<file path="src/rtl/pgwalk_pkg.sv">
package pgwalk_pkg;
  localparam int VA_W    = 64;
  localparam int PA_W    = 52;
  localparam int OFF_W   = 12;
  localparam int IDX_W   = 9;
  localparam int ESZ_LG  = 3;
  localparam int FRM_W   = PA_W - OFF_W;
  localparam int LVL_W   = 3;
  localparam int LVL4    = 4;
  localparam int LVL5    = 5;
  localparam int TOP4    = OFF_W + LVL4 * IDX_W - 1;
  localparam int TOP5    = OFF_W + LVL5 * IDX_W - 1;
  localparam int MODE_BIT = 12;

  typedef enum logic [1:0] {
    CAUSE_NONE     = 2'd0,
    CAUSE_NONCANON = 2'd1,
    CAUSE_ABSENT   = 2'd2
  } cause_e;

  typedef enum logic [1:0] {ST_IDLE, ST_ISSUE, ST_WAIT, ST_DONE} st_e;

  function automatic logic is_canonical(logic [VA_W-1:0] va, logic five);
    logic signed [VA_W-1:0] hi;
    hi = $signed(va) >>> (five ? TOP5 : TOP4);
    return (hi == '0) || (hi == '1);
  endfunction

  function automatic logic [IDX_W-1:0] lvl_index(logic [VA_W-1:0] va, logic [LVL_W-1:0] lvl);
    int lo;
    lo = (lvl == '0) ? OFF_W : OFF_W + IDX_W * (int'(lvl) - 1);
    return va[lo +: IDX_W];
  endfunction

  function automatic logic [VA_W-1:0] entry_addr(logic [FRM_W-1:0] frm, logic [IDX_W-1:0] idx);
    return {{(VA_W-PA_W){1'b0}}, frm, idx, {ESZ_LG{1'b0}}};
  endfunction

  function automatic logic [VA_W-1:0] leaf_paddr(logic [FRM_W-1:0] frm, logic [VA_W-1:0] va);
    return {{(VA_W-PA_W){1'b0}}, frm, va[OFF_W-1:0]};
  endfunction
endpackage

</file>
<file path="src/rtl/pgwalk_mode.sv">
module pgwalk_mode
  import pgwalk_pkg::*;
(
  input  logic            clk,
  input  logic            rst_n,
  input  logic            long_mode,
  input  logic            ctl_wr_en,
  input  logic [VA_W-1:0] ctl_wr_data,
  output logic            mode_q,
  output logic            five_eff
);
  logic wr_allowed;
  assign wr_allowed = ctl_wr_en && !long_mode;

  always_ff @(posedge clk or negedge rst_n) begin
    if (!rst_n)          mode_q <= 1'b0;
    else if (wr_allowed) mode_q <= ctl_wr_data[MODE_BIT];
  end

  assign five_eff = mode_q && long_mode;

  AST_MODE_LOCK: assert property (@(posedge clk) disable iff (!rst_n)
    long_mode |=> $stable(mode_q));
  AST_MODE_FOUR_OUTSIDE: assert property (@(posedge clk) disable iff (!rst_n)
    !long_mode |-> !five_eff);
endmodule

</file>
<file path="src/rtl/pgwalk_canon.sv">
module pgwalk_canon
  import pgwalk_pkg::*;
(
  input  logic [VA_W-1:0]  chk_va,
  input  logic             chk_five,
  output logic             noncanon,
  input  logic [VA_W-1:0]  walk_va,
  input  logic [LVL_W-1:0] walk_lvl,
  output logic [IDX_W-1:0] walk_idx
);
  assign noncanon = !is_canonical(chk_va, chk_five);
  assign walk_idx = lvl_index(walk_va, walk_lvl);
endmodule

</file>
<file path="src/rtl/pgwalk_fsm.sv">
module pgwalk_fsm
  import pgwalk_pkg::*;
(
  input  logic             clk,
  input  logic             rst_n,
  input  logic             five_eff,
  input  logic             req_valid,
  output logic             req_ready,
  input  logic [VA_W-1:0]  req_vaddr,
  input  logic [FRM_W-1:0] root_frame,
  input  logic             noncanon,
  output logic [VA_W-1:0]  va_q,
  output logic [LVL_W-1:0] lvl_q,
  input  logic [IDX_W-1:0] walk_idx,
  output logic             mem_req_valid,
  input  logic             mem_req_ready,
  output logic [VA_W-1:0]  mem_req_addr,
  input  logic             mem_rsp_valid,
  input  logic [VA_W-1:0]  mem_rsp_data,
  output logic             res_valid,
  input  logic             res_ack,
  output logic [VA_W-1:0]  res_paddr,
  output logic [1:0]       res_cause,
  output logic [LVL_W-1:0] res_level
);
  st_e              st;
  logic [FRM_W-1:0] frm_q;
  logic             five_q;
  cause_e           cause_q;

  logic accept, rd_fire, rsp_take, rsp_absent;
  assign accept     = req_valid && (st == ST_IDLE);
  assign rd_fire    = mem_req_valid && mem_req_ready;
  assign rsp_take   = (st == ST_WAIT) && mem_rsp_valid;
  assign rsp_absent = rsp_take && !mem_rsp_data[0];

  always_ff @(posedge clk or negedge rst_n) begin
    if (!rst_n) begin
      st        <= ST_IDLE;
      frm_q     <= '0;
      five_q    <= 1'b0;
      va_q      <= '0;
      lvl_q     <= '0;
      cause_q   <= CAUSE_NONE;
      res_level <= '0;
      res_paddr <= '0;
    end else begin
      case (st)
        ST_IDLE: if (accept) begin
          va_q      <= req_vaddr;
          five_q    <= five_eff;
          frm_q     <= root_frame;
          lvl_q     <= five_eff ? LVL_W'(LVL5) : LVL_W'(LVL4);
          res_level <= '0;
          res_paddr <= '0;
          if (noncanon) begin
            cause_q <= CAUSE_NONCANON;
            st      <= ST_DONE;
          end else begin
            cause_q <= CAUSE_NONE;
            st      <= ST_ISSUE;
          end
        end
        ST_ISSUE: if (rd_fire) st <= ST_WAIT;
        ST_WAIT: if (rsp_take) begin
          if (rsp_absent) begin
            cause_q   <= CAUSE_ABSENT;
            res_level <= lvl_q;
            st        <= ST_DONE;
          end else if (lvl_q == LVL_W'(1)) begin
            res_paddr <= leaf_paddr(mem_rsp_data[PA_W-1:OFF_W], va_q);
            st        <= ST_DONE;
          end else begin
            frm_q <= mem_rsp_data[PA_W-1:OFF_W];
            lvl_q <= lvl_q - LVL_W'(1);
            st    <= ST_ISSUE;
          end
        end
        ST_DONE: if (res_ack) st <= ST_IDLE;
        default: st <= ST_IDLE;
      endcase
    end
  end

  assign req_ready     = (st == ST_IDLE);
  assign mem_req_valid = (st == ST_ISSUE);
  assign mem_req_addr  = entry_addr(frm_q, walk_idx);
  assign res_valid     = (st == ST_DONE);
  assign res_cause     = cause_q;

  AST_NONCANON_NO_READ: assert property (@(posedge clk) disable iff (!rst_n)
    accept && noncanon |=> res_valid && !mem_req_valid);
  AST_LEVEL_BOUND: assert property (@(posedge clk) disable iff (!rst_n)
    mem_req_valid |-> (lvl_q != '0) && (lvl_q <= (five_q ? LVL_W'(LVL5) : LVL_W'(LVL4))));
  AST_ABSENT_STOPS: assert property (@(posedge clk) disable iff (!rst_n)
    rsp_absent |=> res_valid && res_cause == CAUSE_ABSENT && !mem_req_valid);
  AST_READ_HELD: assert property (@(posedge clk) disable iff (!rst_n)
    mem_req_valid && !mem_req_ready |=> mem_req_valid && $stable(mem_req_addr));
  AST_RESULT_HELD: assert property (@(posedge clk) disable iff (!rst_n)
    res_valid && !res_ack |=> res_valid && $stable(res_paddr) && $stable(res_cause));
  AST_IDLE_QUIET: assert property (@(posedge clk) disable iff (!rst_n)
    req_ready |-> !mem_req_valid && !res_valid);
endmodule

</file>
<file path="src/rtl/pgwalk_top.sv">
module pgwalk_top
  import pgwalk_pkg::*;
(
  input  logic              clk,
  input  logic              rst_n,
  input  logic              long_mode,
  input  logic              ctl_wr_en,
  input  logic [63:0]       ctl_wr_data,
  output logic              mode_o,
  input  logic              req_valid,
  output logic              req_ready,
  input  logic [63:0]       req_vaddr,
  input  logic [39:0]       root_frame,
  output logic              mem_req_valid,
  input  logic              mem_req_ready,
  output logic [63:0]       mem_req_addr,
  input  logic              mem_rsp_valid,
  input  logic [63:0]       mem_rsp_data,
  output logic              res_valid,
  input  logic              res_ack,
  output logic [63:0]       res_paddr,
  output logic [1:0]        res_cause,
  output logic [2:0]        res_level
);
  logic             five_eff, noncanon;
  logic [VA_W-1:0]  va_q;
  logic [LVL_W-1:0] lvl_q;
  logic [IDX_W-1:0] walk_idx;

  pgwalk_mode u_mode (
    .clk(clk), .rst_n(rst_n), .long_mode(long_mode),
    .ctl_wr_en(ctl_wr_en), .ctl_wr_data(ctl_wr_data),
    .mode_q(mode_o), .five_eff(five_eff)
  );

  pgwalk_canon u_canon (
    .chk_va(req_vaddr), .chk_five(five_eff), .noncanon(noncanon),
    .walk_va(va_q), .walk_lvl(lvl_q), .walk_idx(walk_idx)
  );

  pgwalk_fsm u_fsm (
    .clk(clk), .rst_n(rst_n), .five_eff(five_eff),
    .req_valid(req_valid), .req_ready(req_ready), .req_vaddr(req_vaddr),
    .root_frame(root_frame), .noncanon(noncanon),
    .va_q(va_q), .lvl_q(lvl_q), .walk_idx(walk_idx),
    .mem_req_valid(mem_req_valid), .mem_req_ready(mem_req_ready),
    .mem_req_addr(mem_req_addr), .mem_rsp_valid(mem_rsp_valid),
    .mem_rsp_data(mem_rsp_data), .res_valid(res_valid), .res_ack(res_ack),
    .res_paddr(res_paddr), .res_cause(res_cause), .res_level(res_level)
  );
endmodule

</file>
<file path="config.mk">
export PLATFORM = sky130hd
export DESIGN_NAME = pgwalk_top
export DESIGN_NICKNAME = d
export VERILOG_FILES = /design/src/rtl/pgwalk_pkg.sv /design/src/rtl/pgwalk_mode.sv /design/src/rtl/pgwalk_canon.sv /design/src/rtl/pgwalk_fsm.sv /design/src/rtl/pgwalk_top.sv
export SDC_FILE = /design/constraint.sdc
export NUM_CORES = 1
export LEC_CHECK = 0
export CAP_MARGIN = 0
export CORE_MARGIN = 3
export CORE_UTILIZATION = 42
export DETAILED_ROUTE_END_ITERATION = 7
export PLACE_DENSITY = 0.9
export SLEW_MARGIN = 20
export SYNTH_ARGS = -nofsm -noshare
export SYNTH_HDL_FRONTEND = slang
export SYNTH_SLANG_ARGS = --single-unit
</file>
<file path="constraint.sdc">
create_clock -name clk -period 5.2 [get_ports clk]
set_input_delay 0.78 -clock clk [delete_from_list [all_inputs] [get_ports clk]]
set_output_delay 0.78 -clock clk [all_outputs]
set_load 0.1 [all_outputs]
</file>
Yosys cells after proc, flatten, opt, wreduce, memory -nomap -nowiden. Cells that the tools add are included. Widths: inputs -> output; s select.

Output and inout port bits: 137. Register bits after elaboration: 179. Logic and storage cells: 80. Input bits: 240.

Muxes and demuxes: 35. Eq/ne operators: 13. Add/subtract/negate cells: 3. Shift-type cells: 2. Reduce and logical (&&, ||, !) cells: 18. Multiply operators: 1.

Operators by type and width (number): $mux 64 (4); $mux 40 (4); $pmux 64 s2 (1); $pmux 40 s2 (1); $eq 64x64->1 const B (1); $logic_not 64->1 (1); $shiftx 64x32->9 (1); $sshr 64x32->64 (1); $add 5x32->32 const A (1); $mul 5x32->32 const A (1); $mux 32 (1); $mux 3 (7); $mux 2 (10); $pmux 3 s2 (2); $reduce_and 5->1 (2); $ne 2x1->1 const B (4); $ne 2x2->1 const B (4); $pmux 2 s4 (1); $reduce_and 4->1 (2); $logic_and 1x1->1 (6); $mux 5 (1); $eq 2x2->1 const B (2); $pmux 2 s2 (1); $sub 3x1->4 const B (1); 10 further kinds (12).

Longest topological paths before layout. Gate-level depths: netlist of run 1.

Depth in word-level cells: 8. Depth in mapped cells: 21. Mapped depth without buffers: 16.

By module. A second synthesis of run 1 with hierarchy kept.

Cells, all modules: 1377. Area, all modules: 11308.3 µm².

By module, submodules not included: pgwalk_fsm (times used 1, cells an instance 737, sequential area each 4154.0 µm², area each 6969.2 µm²); pgwalk_canon (times used 1, cells an instance 636, sequential area each 0.0 µm², area each 4286.6 µm²); pgwalk_mode (times used 1, cells an instance 4, sequential area each 25.0 µm², area each 52.6 µm²).

Worst setup path after synthesis of run 1. OpenSTA, ideal clock, no wires.

Path kind: register to output. From: reg u_fsm.lvl_q[0]. To: out mem_req_addr[5]. Required time: 4.420 ns. Arrival: 6.427 ns. Buffers on the path: 6. Cell stages (with the launch flop): 22. Path slack: -2.007 ns. Cells stage by stage: dfrtp_1 -> inv_1 -> clkbuf_1 -> ha_1 -> inv_1 -> clkbuf_1 -> clkbuf_1 -> ha_1 -> inv_1 -> fa_1 -> inv_1 -> ha_1 -> ha_1 -> and2_1 -> clkbuf_1 -> nor3_1 -> buf_2 -> buf_4 -> nand2_1 -> o211ai_1 -> nand3_1 -> o31ai_1.

Word-level cells in the longest chain between the ends: 5. Elaborated cells on any way between the ends: 6. Classes of those cells: add/sub (2); mul (1); shift (1); mux (1); reduce/logical (1).

RTL lines: start: declaration (RTL line pgwalk_fsm.sv:13) `output logic [LVL_W-1:0] lvl_q,`; start signal: assignment (RTL line pgwalk_fsm.sv:53) `lvl_q <= five_eff ? LVL_W'(LVL5) : LVL_W'(LVL4);`; start signal: assignment (RTL line pgwalk_fsm.sv:75) `lvl_q <= lvl_q - LVL_W'(1);`; $sub 3x1->4 (RTL line pgwalk_pkg.sv:31) `lo = (lvl == '0) ? OFF_W : OFF_W + IDX_W * (int'(lvl) - 1);`; $mul 5x32->32 (RTL line pgwalk_pkg.sv:31); $add 5x32->32 (RTL line pgwalk_pkg.sv:31); $mux 32 * (RTL line pgwalk_pkg.sv:31); $shiftx 64x32->9 * (RTL line pgwalk_pkg.sv:32) `return va[lo +: IDX_W];`; end: declaration (RTL line pgwalk_top.sv:16) `output logic [63:0] mem_req_addr,`.

Every way passes the cells marked *; elsewhere a longest branch is shown, timed or not.

Final worst setup path of run 1.
From: reg u_fsm.lvl_q[0]. To: out mem_req_addr[9].

Same word-level chain as after synthesis.

==> flow_metrics.env, run 1 <==
export IMPL_run_status="finished, violations left"
export IMPL_violations="setup timing"
export IMPL_end_kind="output pin"
export IMPL_post_drt_wl_per_cell_um=21.1
export IMPL_synth_edf_count=0
export IMPL_critPathLaunchType="flip-flop"
export IMPL_grt_pass1_wl_um=64300
export IMPL_async_flop_share=1.00
export IMPL_ff2ff_path_depth=7
export IMPL_drv_cap=0
export IMPL_worstPathMaxFanout=5
export IMPL_clockBufferDepth=2
export IMPL_cp_arrival_ns=4.49
export IMPL_clk_pin_slew_worst_paths_ns=0.08
export IMPL_path_cells="buf_6, nor3_4, ha_2, inv_2, fa_1, inv_2, ha_4, ha_4, or4_4, a21oi_4, buf_6, nor2_4, or4b_4, o221ai_2, a211o_1, a41o_4, buf_12"
export IMPL_critical_path_slowest_cell="fa_1"
export IMPL_fin_area_um2=15100
export IMPL_root_buffer="clkbuf_16"
export IMPL_synthTopCellsByArea="dfrtp_1 (38%), nand2_1 (12%), o21ai_0 (5.3%)"
export IMPL_synth_cells=1386
export IMPL_gp_congestion=1.01
export IMPL_synth_largest_area_cell="dfrtp_1"
export IMPL_synthesis_area_um2=10900
export IMPL_netlist_area_leader_share=0.384
export IMPL_worst_slew_pin_transition_ns=1.09
export IMPL_min_period_ns=5.27
export IMPL_drt_initial_drc_count=1149
export IMPL_setup_viol=5
export IMPL_hold_viol_final=0
export IMPL_overflow=0
export IMPL_cts_hold_buf=0
export IMPL_synth_yosys_warnings=0
export IMPL_worst_clock_skew_ns=0.0172
export IMPL_dieHeight_um=167
export IMPL_ys_flop_type="dfrtp_1"
export IMPL_ys_types=70
export IMPL_synth_most_common_cell="nand2_1"
export IMPL_rsz0062_at_grt="yes"
export IMPL_required_ns=4.42
export IMPL_antenna_found_initial=0
export IMPL_n_antenna_cell=0
export IMPL_worstSetupPathType="reg -> out"
export IMPL_slew_limit_headroom=0.271
export IMPL_drc=0
export IMPL_start_util=0.429
export IMPL_report_final_slew_viol_count=0
export IMPL_synth_area_per_cell_um2=7.85
export IMPL_clock_sinks=167
export IMPL_hold_slack_ns=0.345
export IMPL_hold_class="in -> async"
export IMPL_placed_cell_area_um2=14000
export IMPL_syn_to_final_growth_pct=38.5
export IMPL_netlist_top_cells_count="nand2_1 (353), dfrtp_1 (167), nor2_1 (129), o21ai_0 (115), clkbuf_1 (56)"
export IMPL_cts_htree_levels=4
export IMPL_slowest_delay_ns=0.53
export IMPL_cts_made_buffers=17
export IMPL_timing_fmax_mhz=190
export IMPL_grt_use_total=0.286
export IMPL_period_share=1.01
export IMPL_vias_per_cell=5.95
export IMPL_die_x_um=167
export IMPL_dp_hpwl_um=30400
export IMPL_ys_seq_elements=167
export IMPL_clock_latency_ns=0.44
export IMPL_fp_row_count=58
export IMPL_die_area_um2=27900
export IMPL_ios=377
export IMPL_via_count=11700
export IMPL_cts_tree="done"
export IMPL_core_um2=25300
export IMPL_numPortBuffers=263
export IMPL_setup_ws_ns=-0.0737
export IMPL_routed_wl_um=41700
export IMPL_ys_seq_area_frac=0.384
export IMPL_grt_start_max_net_pins=91
export IMPL_postRouteAntennaNets=0
export IMPL_finalNetCount=1881
export IMPL_drive_gt1_frac=0.127
export IMPL_grt_pass1_vias=11500
export IMPL_firstDrtPassIters=7
==> critical path, delay by kind of cell (launching register included) <==
kind                     cells  cell delay (ns)
AO/OA/AOI/OAI                4             0.67
adder cells (fa/ha/maj)      4             1.07
buffers and inverters        5             0.56
flip-flops                   1             0.44
AND/OR/NAND/NOR              4             1.32
==> layout make-up <==
type / instances / area, µm²
clock inverters: 15 / 180
clock buffers: 17 / 425
multi-input cells: 1088 / 6390
flip-flops and latches: 167 / 4180
fillers: 2153 / 10300
repair buffers: 342 / 3410
inverters: 15 / 58.8
well taps: 330 / 413
==> state kept, by name, summed over array words and instances (netlist names) <==
| signal | flops |
|---|---|
| u_fsm.st | 2 |
| u_fsm.va_q | 64 |
| u_mode.mode_q | 1 |
| u_fsm.res_level | 3 |
| u_fsm.res_paddr | 52 |
| u_fsm.lvl_q | 3 |
| u_fsm.res_cause | 2 |
| u_fsm.frm_q | 40 |
==> layer usage <==
| layer | GRT usage | routed length [µm] |
|---|---|---|
| met1 | 0.357 | 15900 |
| met5 | 0 | 0 |
| met3 | 0.0954 | 4400 |
| met4 | 0.0994 | 1270 |
| met2 | 0.468 | 20000 |
==> placed cells by master (no fill, tap or decap), types with 5 or more instances in the layout <==
cell               n
a2111oi_0          7
a211oi_1          17
a21oi_1           26
a221o_1            7
a221oi_1          32
a22o_1            15
a22oi_1           11
a22oi_2            7
a31oi_1           48
and2_1             7
buf_12            11
buf_4             64
buf_6             12
clkbuf_16         17
clkdlybuf4s50_1  253
clkinv_8           6
conb_1            27
dfrtp_1          165
inv_1             10
inv_6              5
mux2_2             6
mux2i_1           27
nand2_1          349
nand2b_1          33
nand3_1           19
nand3_2            6
nand4_1           10
nor2_1           127
nor2b_1           13
nor3_1            10
o211ai_1          12
o21ai_0          111
o21ai_1            7
o21bai_1           7
o22ai_1            6
o2bb2ai_1         14
o31ai_1           26
or2_2              7
==> timing repair <==
item	CTS	global route
gates resized for setup	33	37
setup buffers	8	10
endpoints found under the setup margin	9	9
pin swaps	15	32
gates cloned	1	0
==> stage by stage <==
stage	std cells	TNS [ns]	util	worst slack, ns
after detailed placement	1925	0	0.553	0.123
after floorplan	1412	-0.0266	-	-0.0266
after global placement	1925	0	0.553	0.161
after global routing	1974	-0.779	0.595	-0.143
final	1974	-0.150	0.595	-0.0737
after CTS	1966	-0.116	0.586	-0.0606
==> cells by family (layout without fill, tap and decap cells) <==
logic type | after synthesis | in the layout | share of synthesized area
other | 1 | 27 | 0.000345
adder cells (fa/ha/maj) | 10 | 10 | 0.0129
AND/OR/NAND/NOR | 610 | 610 | 0.238
AO/OA/AOI/OAI | 405 | 405 | 0.255
flip-flops | 167 | 167 | 0.384
buffers and inverters | 157 | 389 | 0.0734
multiplexers | 35 | 35 | 0.0352
XOR/XNOR | 1 | 1 | 0.000805
==> worst paths after layout <==
| path | startpoint | slack (ns) | end |
|---|---|---|---|
| setup / recovery | u_fsm.lvl_q[0] | -0.07 | mem_req_addr[9] |
| hold / removal | rst_n | 0.34 | u_fsm.res_paddr[2] |
| setup reg to reg | u_fsm.st[1] | 2.23 | u_fsm.res_paddr[41] |
| hold reg to reg | u_fsm.res_paddr[40] | 0.49 | u_fsm.res_paddr[40] |
| max in group asynchronous | rst_n | 3.86 | u_fsm.frm_q[35] |
| min in group clk | u_fsm.res_paddr[40] | 0.49 | u_fsm.res_paddr[40] |
Power of run 1 is not shown: default switching activity piles up to over one toggle a cycle in this logic, so the estimate is an artifact.
==> run 2, diff against run 1 <==
--- a/config.mk
+++ b/config.mk
@@ -9,6 +9,7 @@
 export CORE_MARGIN = 3
 export CORE_UTILIZATION = 42
 export DETAILED_ROUTE_END_ITERATION = 7
+export GPL_TIMING_DRIVEN = 0
 export PLACE_DENSITY = 0.9
 export SLEW_MARGIN = 20
 export SYNTH_ARGS = -nofsm -noshare
==> flow_metrics.env, run 2 (synthesis gave the netlist of run 1 again) <==
export IMPL_run_status="finished, violations left"
export IMPL_violations="setup timing"
export IMPL_firstDrtPassIters=6
export IMPL_die_area_um2=27900
export IMPL_post_drt_wl_per_cell_um=25.2
export IMPL_dp_hpwl_um=38800
export IMPL_layout_commonest_cell="nand2_1"
export IMPL_drc=0
export IMPL_core_um2=25300
export IMPL_ios=377
export IMPL_setup_ws_ns=-0.00375
export IMPL_slew_limit_headroom=0.289
export IMPL_cp_arrival_ns=4.42
export IMPL_worstPathMaxFanout=6
export IMPL_setup_viol=1
export IMPL_worstSetupPathType="reg -> out"
export IMPL_n_antenna_cell=0
export IMPL_largest_register_ffs=64
export IMPL_postRouteAntennaNets=0
export IMPL_hold_class="in -> async"
export IMPL_start_util=0.429
export IMPL_mostFrequentLayoutCells="nand2_1 (351), clkdlybuf4s50_1 (253), dfrtp_1 (165)"
export IMPL_min_period_ns=5.20
export IMPL_cts_htree_levels=4
export IMPL_die_x_um=167
export IMPL_required_ns=4.42
export IMPL_fp_row_count=58
export IMPL_end_kind="output pin"
export IMPL_finalNetCount=1978
export IMPL_via_count=12900
export IMPL_grt_start_max_net_pins=97
export IMPL_routed_wl_um=52100
export IMPL_fin_tns_setup_ns=-0.00375
export IMPL_timing_fmax_mhz=192
export IMPL_clock_sinks=167
export IMPL_clk_pin_slew_worst_paths_ns=0.09
export IMPL_drv_cap=0
export IMPL_top_regs="u_fsm.va_q (64), u_fsm.res_paddr (52), u_fsm.frm_q (40)"
export IMPL_fillers=2173
export IMPL_period_share=1.00
export IMPL_numPortBuffers=263
export IMPL_syn_to_final_growth_pct=43.2
export IMPL_vias_per_cell=6.23
export IMPL_worst_clock_skew_ns=0.0156
export IMPL_antenna_found_initial=0
export IMPL_report_final_slew_viol_count=0
export IMPL_clockBufferDepth=2
export IMPL_max_flop_register="u_fsm.va_q"
export IMPL_cts_made_buffers=17
export IMPL_root_buffer="clkbuf_16"
export IMPL_grt_use_total=0.360
export IMPL_grt_pass1_wl_um=77300
export IMPL_dieHeight_um=167
export IMPL_drt_initial_drc_count=1708
export IMPL_rsz0062_at_grt="yes"
export IMPL_critPathLaunchType="flip-flop"
export IMPL_grt_pass1_vias=12900
export IMPL_drive_gt1_frac=0.144
export IMPL_clock_latency_ns=0.44
export IMPL_cts_tree="done"
export IMPL_worst_slew_pin_transition_ns=1.06
export IMPL_overflow=0
export IMPL_hold_viol_final=0
export IMPL_gp_congestion=1.06
[run 2: cell count changes in the layout (fill, tap and decap cells not counted), sizes merged]
cell,before,now
buf,89,135
clkbuf,17,68
clkinv,7,6
bufinv,0,1
[run 2: worst max-delay path, stage by stage (launching register included)]
cell	delay [ns]
dfrtp_2	0.44
buf_6	0.14
nor3_4	0.27
ha_4	0.18
inv_2	0.03
fa_1	0.52
inv_1	0.04
ha_2	0.17
ha_4	0.16
or4_4	0.52
a21oi_4	0.16
buf_12	0.15
nor2_4	0.04
or4b_4	0.48
o221ai_2	0.15
a211o_1	0.22
a41o_4	0.13
buf_12	0.17
[run 2: area by class of cell]
cell class,count,area [µm²],area share
well taps,330,413,0.0265
multi-input cells,1088,6370,0.409
plain buffers,137,792,0.0508
flip-flops and latches,167,4180,0.268
repair buffers,302,3120,0.200
inverters,15,66.3,0.00426
clock inverters,15,218,0.0140
clock buffers,17,425,0.0273
[run 2: what timing repair did]
action                                  4_1_cts  5_1_grt
buffers inserted                             22       14
gates resized for setup                     144       32
hold buffers                                  0        0
endpoints found under the setup margin        9        9
gates cloned                                  2        0
pin swaps                                    23       19
[run 2: path summary, 6_finish.rpt]
kind,cells past startpoint,endpoint,start,slack [ns]
min in group clk,2,u_fsm.res_paddr[14],u_fsm.res_paddr[14],0.49
max in group asynchronous,3,u_fsm.va_q[51],rst_n,4.06
min,1,u_fsm.res_paddr[2],rst_n,0.12
max,17,mem_req_addr[9],u_fsm.lvl_q[0],-0.004
max reg2reg,9,u_fsm.res_paddr[29],u_fsm.st[1],2.36
min reg2reg,2,u_fsm.res_paddr[14],u_fsm.res_paddr[14],0.49
[run 2: layer usage]
layer,track usage,vias up,share of wire
li1,-,5584,-
met1,0.434,6118,0.36
met2,0.565,965,0.45
met3,0.133,234,0.13
met4,0.186,0,0.062
met5,0,-,0
[run 2: stage by stage]
step | std cells | worst slack, ns | hold slack, ns | utilization | cell area (µm²)
detailed placement | 2007 | -1.57 | 0.472 | 0.561 | 14200
finish | 2071 | -0.00375 | 0.125 | 0.615 | 15600
CTS | 2061 | -0.107 | 0.119 | 0.608 | 15400
floorplan | 1412 | -0.0266 | 0.454 | - | 11100
global placement | 2005 | -3.92 | 0.461 | 0.559 | 14200
global route | 2071 | -0.101 | 0.126 | 0.615 | 15600
Power of run 2 is left out for the same reason.
==> run 3, diff against run 2 <==
--- a/config.mk
+++ b/config.mk
@@ -7,10 +7,9 @@
 export LEC_CHECK = 0
 export CAP_MARGIN = 0
 export CORE_MARGIN = 3
-export CORE_UTILIZATION = 42
+export CORE_UTILIZATION = 47
 export DETAILED_ROUTE_END_ITERATION = 7
-export GPL_TIMING_DRIVEN = 0
-export PLACE_DENSITY = 0.9
+export PLACE_DENSITY = 0.95
 export SLEW_MARGIN = 20
 export SYNTH_ARGS = -nofsm -noshare
 export SYNTH_HDL_FRONTEND = slang
==> constraint.sdc (replaced) <==
create_clock -name clk -period 4.9 [get_ports clk]
set_input_delay 0.735 -clock clk [delete_from_list [all_inputs] [get_ports clk]]
set_output_delay 0.735 -clock clk [all_outputs]
set_load 0.1 [all_outputs]
==> flow_metrics.env, run 3 (synthesis gave the netlist of run 1 again) <==
export IMPL_antenna_found_initial=6
export IMPL_top_layer="met4"
export IMPL_core_um2=22700
export IMPL_overflow=0
export IMPL_die_x_um=158
export IMPL_syn_to_final_growth_pct=38.1
export IMPL_drt_initial_drc_count=1391
export IMPL_regToRegStartpoint="u_fsm.st[1]"
export IMPL_worst_clock_skew_ns=0.0155
export IMPL_root_buffer="clkbuf_16"
export IMPL_slew_limit_headroom=0.272
export IMPL_largest_register_ffs=64
export IMPL_cts_htree_levels=4
export IMPL_dieHeight_um=158
export IMPL_cts_hold_buf=0
export IMPL_max_flop_register="u_fsm.va_q"
export IMPL_rrSetupSlack_ns=1.84
export IMPL_grt_pass1_vias=11400
export IMPL_clock_latency_ns=0.44
export IMPL_m1WireLength_um=15400
export IMPL_vias_per_cell=6.27
export IMPL_report_final_slew_viol_count=0
export IMPL_die_area_um2=25000
export IMPL_placed_cell_area_um2=13900
export IMPL_rsz0062_at_grt="yes"
export IMPL_numPortBuffers=263
export IMPL_route_met2_wl_um=20300
export IMPL_critPathLaunchType="flip-flop"
export IMPL_setup_viol=9
export IMPL_worst_slew_pin_transition_ns=1.09
export IMPL_postRouteAntennaNets=0
export IMPL_routed_wl_um=41900
export IMPL_mostFrequentLayoutCells="nand2_1 (350), clkdlybuf4s50_1 (253), dfrtp_1 (166)"
export IMPL_worstSetupPathType="reg -> out"
export IMPL_via_count=12100
export IMPL_finalNetCount=1873
export IMPL_hold_viol_final=0
export IMPL_drv_cap=0
export IMPL_wl_met3_um=4130
export IMPL_drc=0
export IMPL_clockBufferDepth=2
export IMPL_r2r_end="u_fsm.frm_q[38]"
export IMPL_hold_class="in -> async"
export IMPL_cts_tree="done"
export IMPL_clock_sinks=167
export IMPL_end_kind="output pin"
export IMPL_fin_area_um2=15000
export IMPL_layout_commonest_cell="nand2_1"
export IMPL_dp_hpwl_um=29600
export IMPL_start_util=0.479
export IMPL_ff2ff_path_depth=8
export IMPL_worstPathMaxFanout=4
export IMPL_clk_pin_slew_worst_paths_ns=0.07
export IMPL_timing_fmax_mhz=194
export IMPL_post_drt_wl_per_cell_um=21.7
export IMPL_firstDrtPassIters=6
export IMPL_setup_ws_ns=-0.259
export IMPL_cts_made_buffers=17
export IMPL_fp_row_count=55
export IMPL_min_period_ns=5.16
export IMPL_cp_arrival_ns=4.42
export IMPL_drive_gt1_frac=0.124
export IMPL_grt_start_max_net_pins=141
export IMPL_run_status="finished, violations left"
export IMPL_gp_congestion=1.01
export IMPL_grt_pass1_wl_um=63500
export IMPL_ios=377
export IMPL_violations="setup timing"
export IMPL_required_ns=4.16
export IMPL_grt_use_total=0.324
export IMPL_top_regs="u_fsm.va_q (64), u_fsm.res_paddr (52), u_fsm.frm_q (40)"
export IMPL_period_share=1.05
export IMPL_crit_end="mem_req_addr[9]"
export IMPL_worstSetupStartpoint="u_fsm.lvl_q[1]"
==> run 3: how the worst min path moves through the flow <==
stage          cells past startpoint             endpoint  slack, ns           startpoint
2_1_floorplan                      0       u_fsm.frm_q[0]       0.44                rst_n
3_3_place_gp                       2  u_fsm.res_paddr[31]       0.46  u_fsm.res_paddr[31]
3_5_place_dp                       2  u_fsm.res_paddr[17]       0.47  u_fsm.res_paddr[17]
4_1_cts                            1       u_fsm.va_q[17]       0.48                rst_n
5_1_grt                            1       u_fsm.va_q[21]       0.48                rst_n
6_report                           1       u_fsm.va_q[21]       0.42                rst_n
==> run 3: metal layers <==
layer	track usage	up-vias
met3	0.0828	146
met4	0.150	0
met5	0	-
li1	-	5370
met1	0.400	5795
met2	0.535	788
==> run 3: final cells by class <==
| type | instances | area [µm²] |
|---|---|---|
| multi-input cells | 1088 | 6410 |
| repair buffers | 334 | 3360 |
| clock inverters | 15 | 209 |
| inverters | 15 | 58.8 |
| flip-flops and latches | 167 | 4180 |
| well taps | 285 | 357 |
| clock buffers | 17 | 425 |
| diodes | 8 | 20.0 |
| fillers | 1730 | 7690 |
==> run 3: through the flow <==
step / TNS (ns) / hold slack [ns] / util / std cells / setup WS, ns
floorplan: 0 / 0.439 / - / 1412 / 0.00398
global placement: 0 / 0.461 / 0.612 / 1869 / 0.0813
detailed placement: -0.0169 / 0.469 / 0.612 / 1869 / -0.0169
CTS: -0.633 / 0.484 / 0.648 / 1911 / -0.186
global route: -2.15 / 0.479 / 0.661 / 1927 / -0.368
finish: -1.09 / 0.416 / 0.661 / 1929 / -0.259
==> run 3: timing repair <==
| action | 4_1_cts | 5_1_grt |
|---|---|---|
| endpoints found under the setup margin | 9 | 9 |
| pin swaps | 10 | 21 |
| buffers inserted | 10 | 9 |
| gates resized for setup | 26 | 46 |
| gates cloned | 0 | 1 |
==> run 3: worst max-delay path, stage by stage (launching register included) <==
cell and delay [ns]:
dfrtp_1 0.41, buf_6 0.14, nor3_2 0.17, buf_4 0.17, ha_4 0.12, inv_1 0.04, fa_1 0.51, inv_2 0.05
ha_4 0.16, ha_4 0.16, or4_4 0.43, a21oi_4 0.25, nor2_4 0.08, buf_6 0.14, or4b_4 0.50, o221ai_2 0.14
a211o_1 0.20, a41o_4 0.14, buf_12 0.17
Power of run 3 is left out for the same reason.
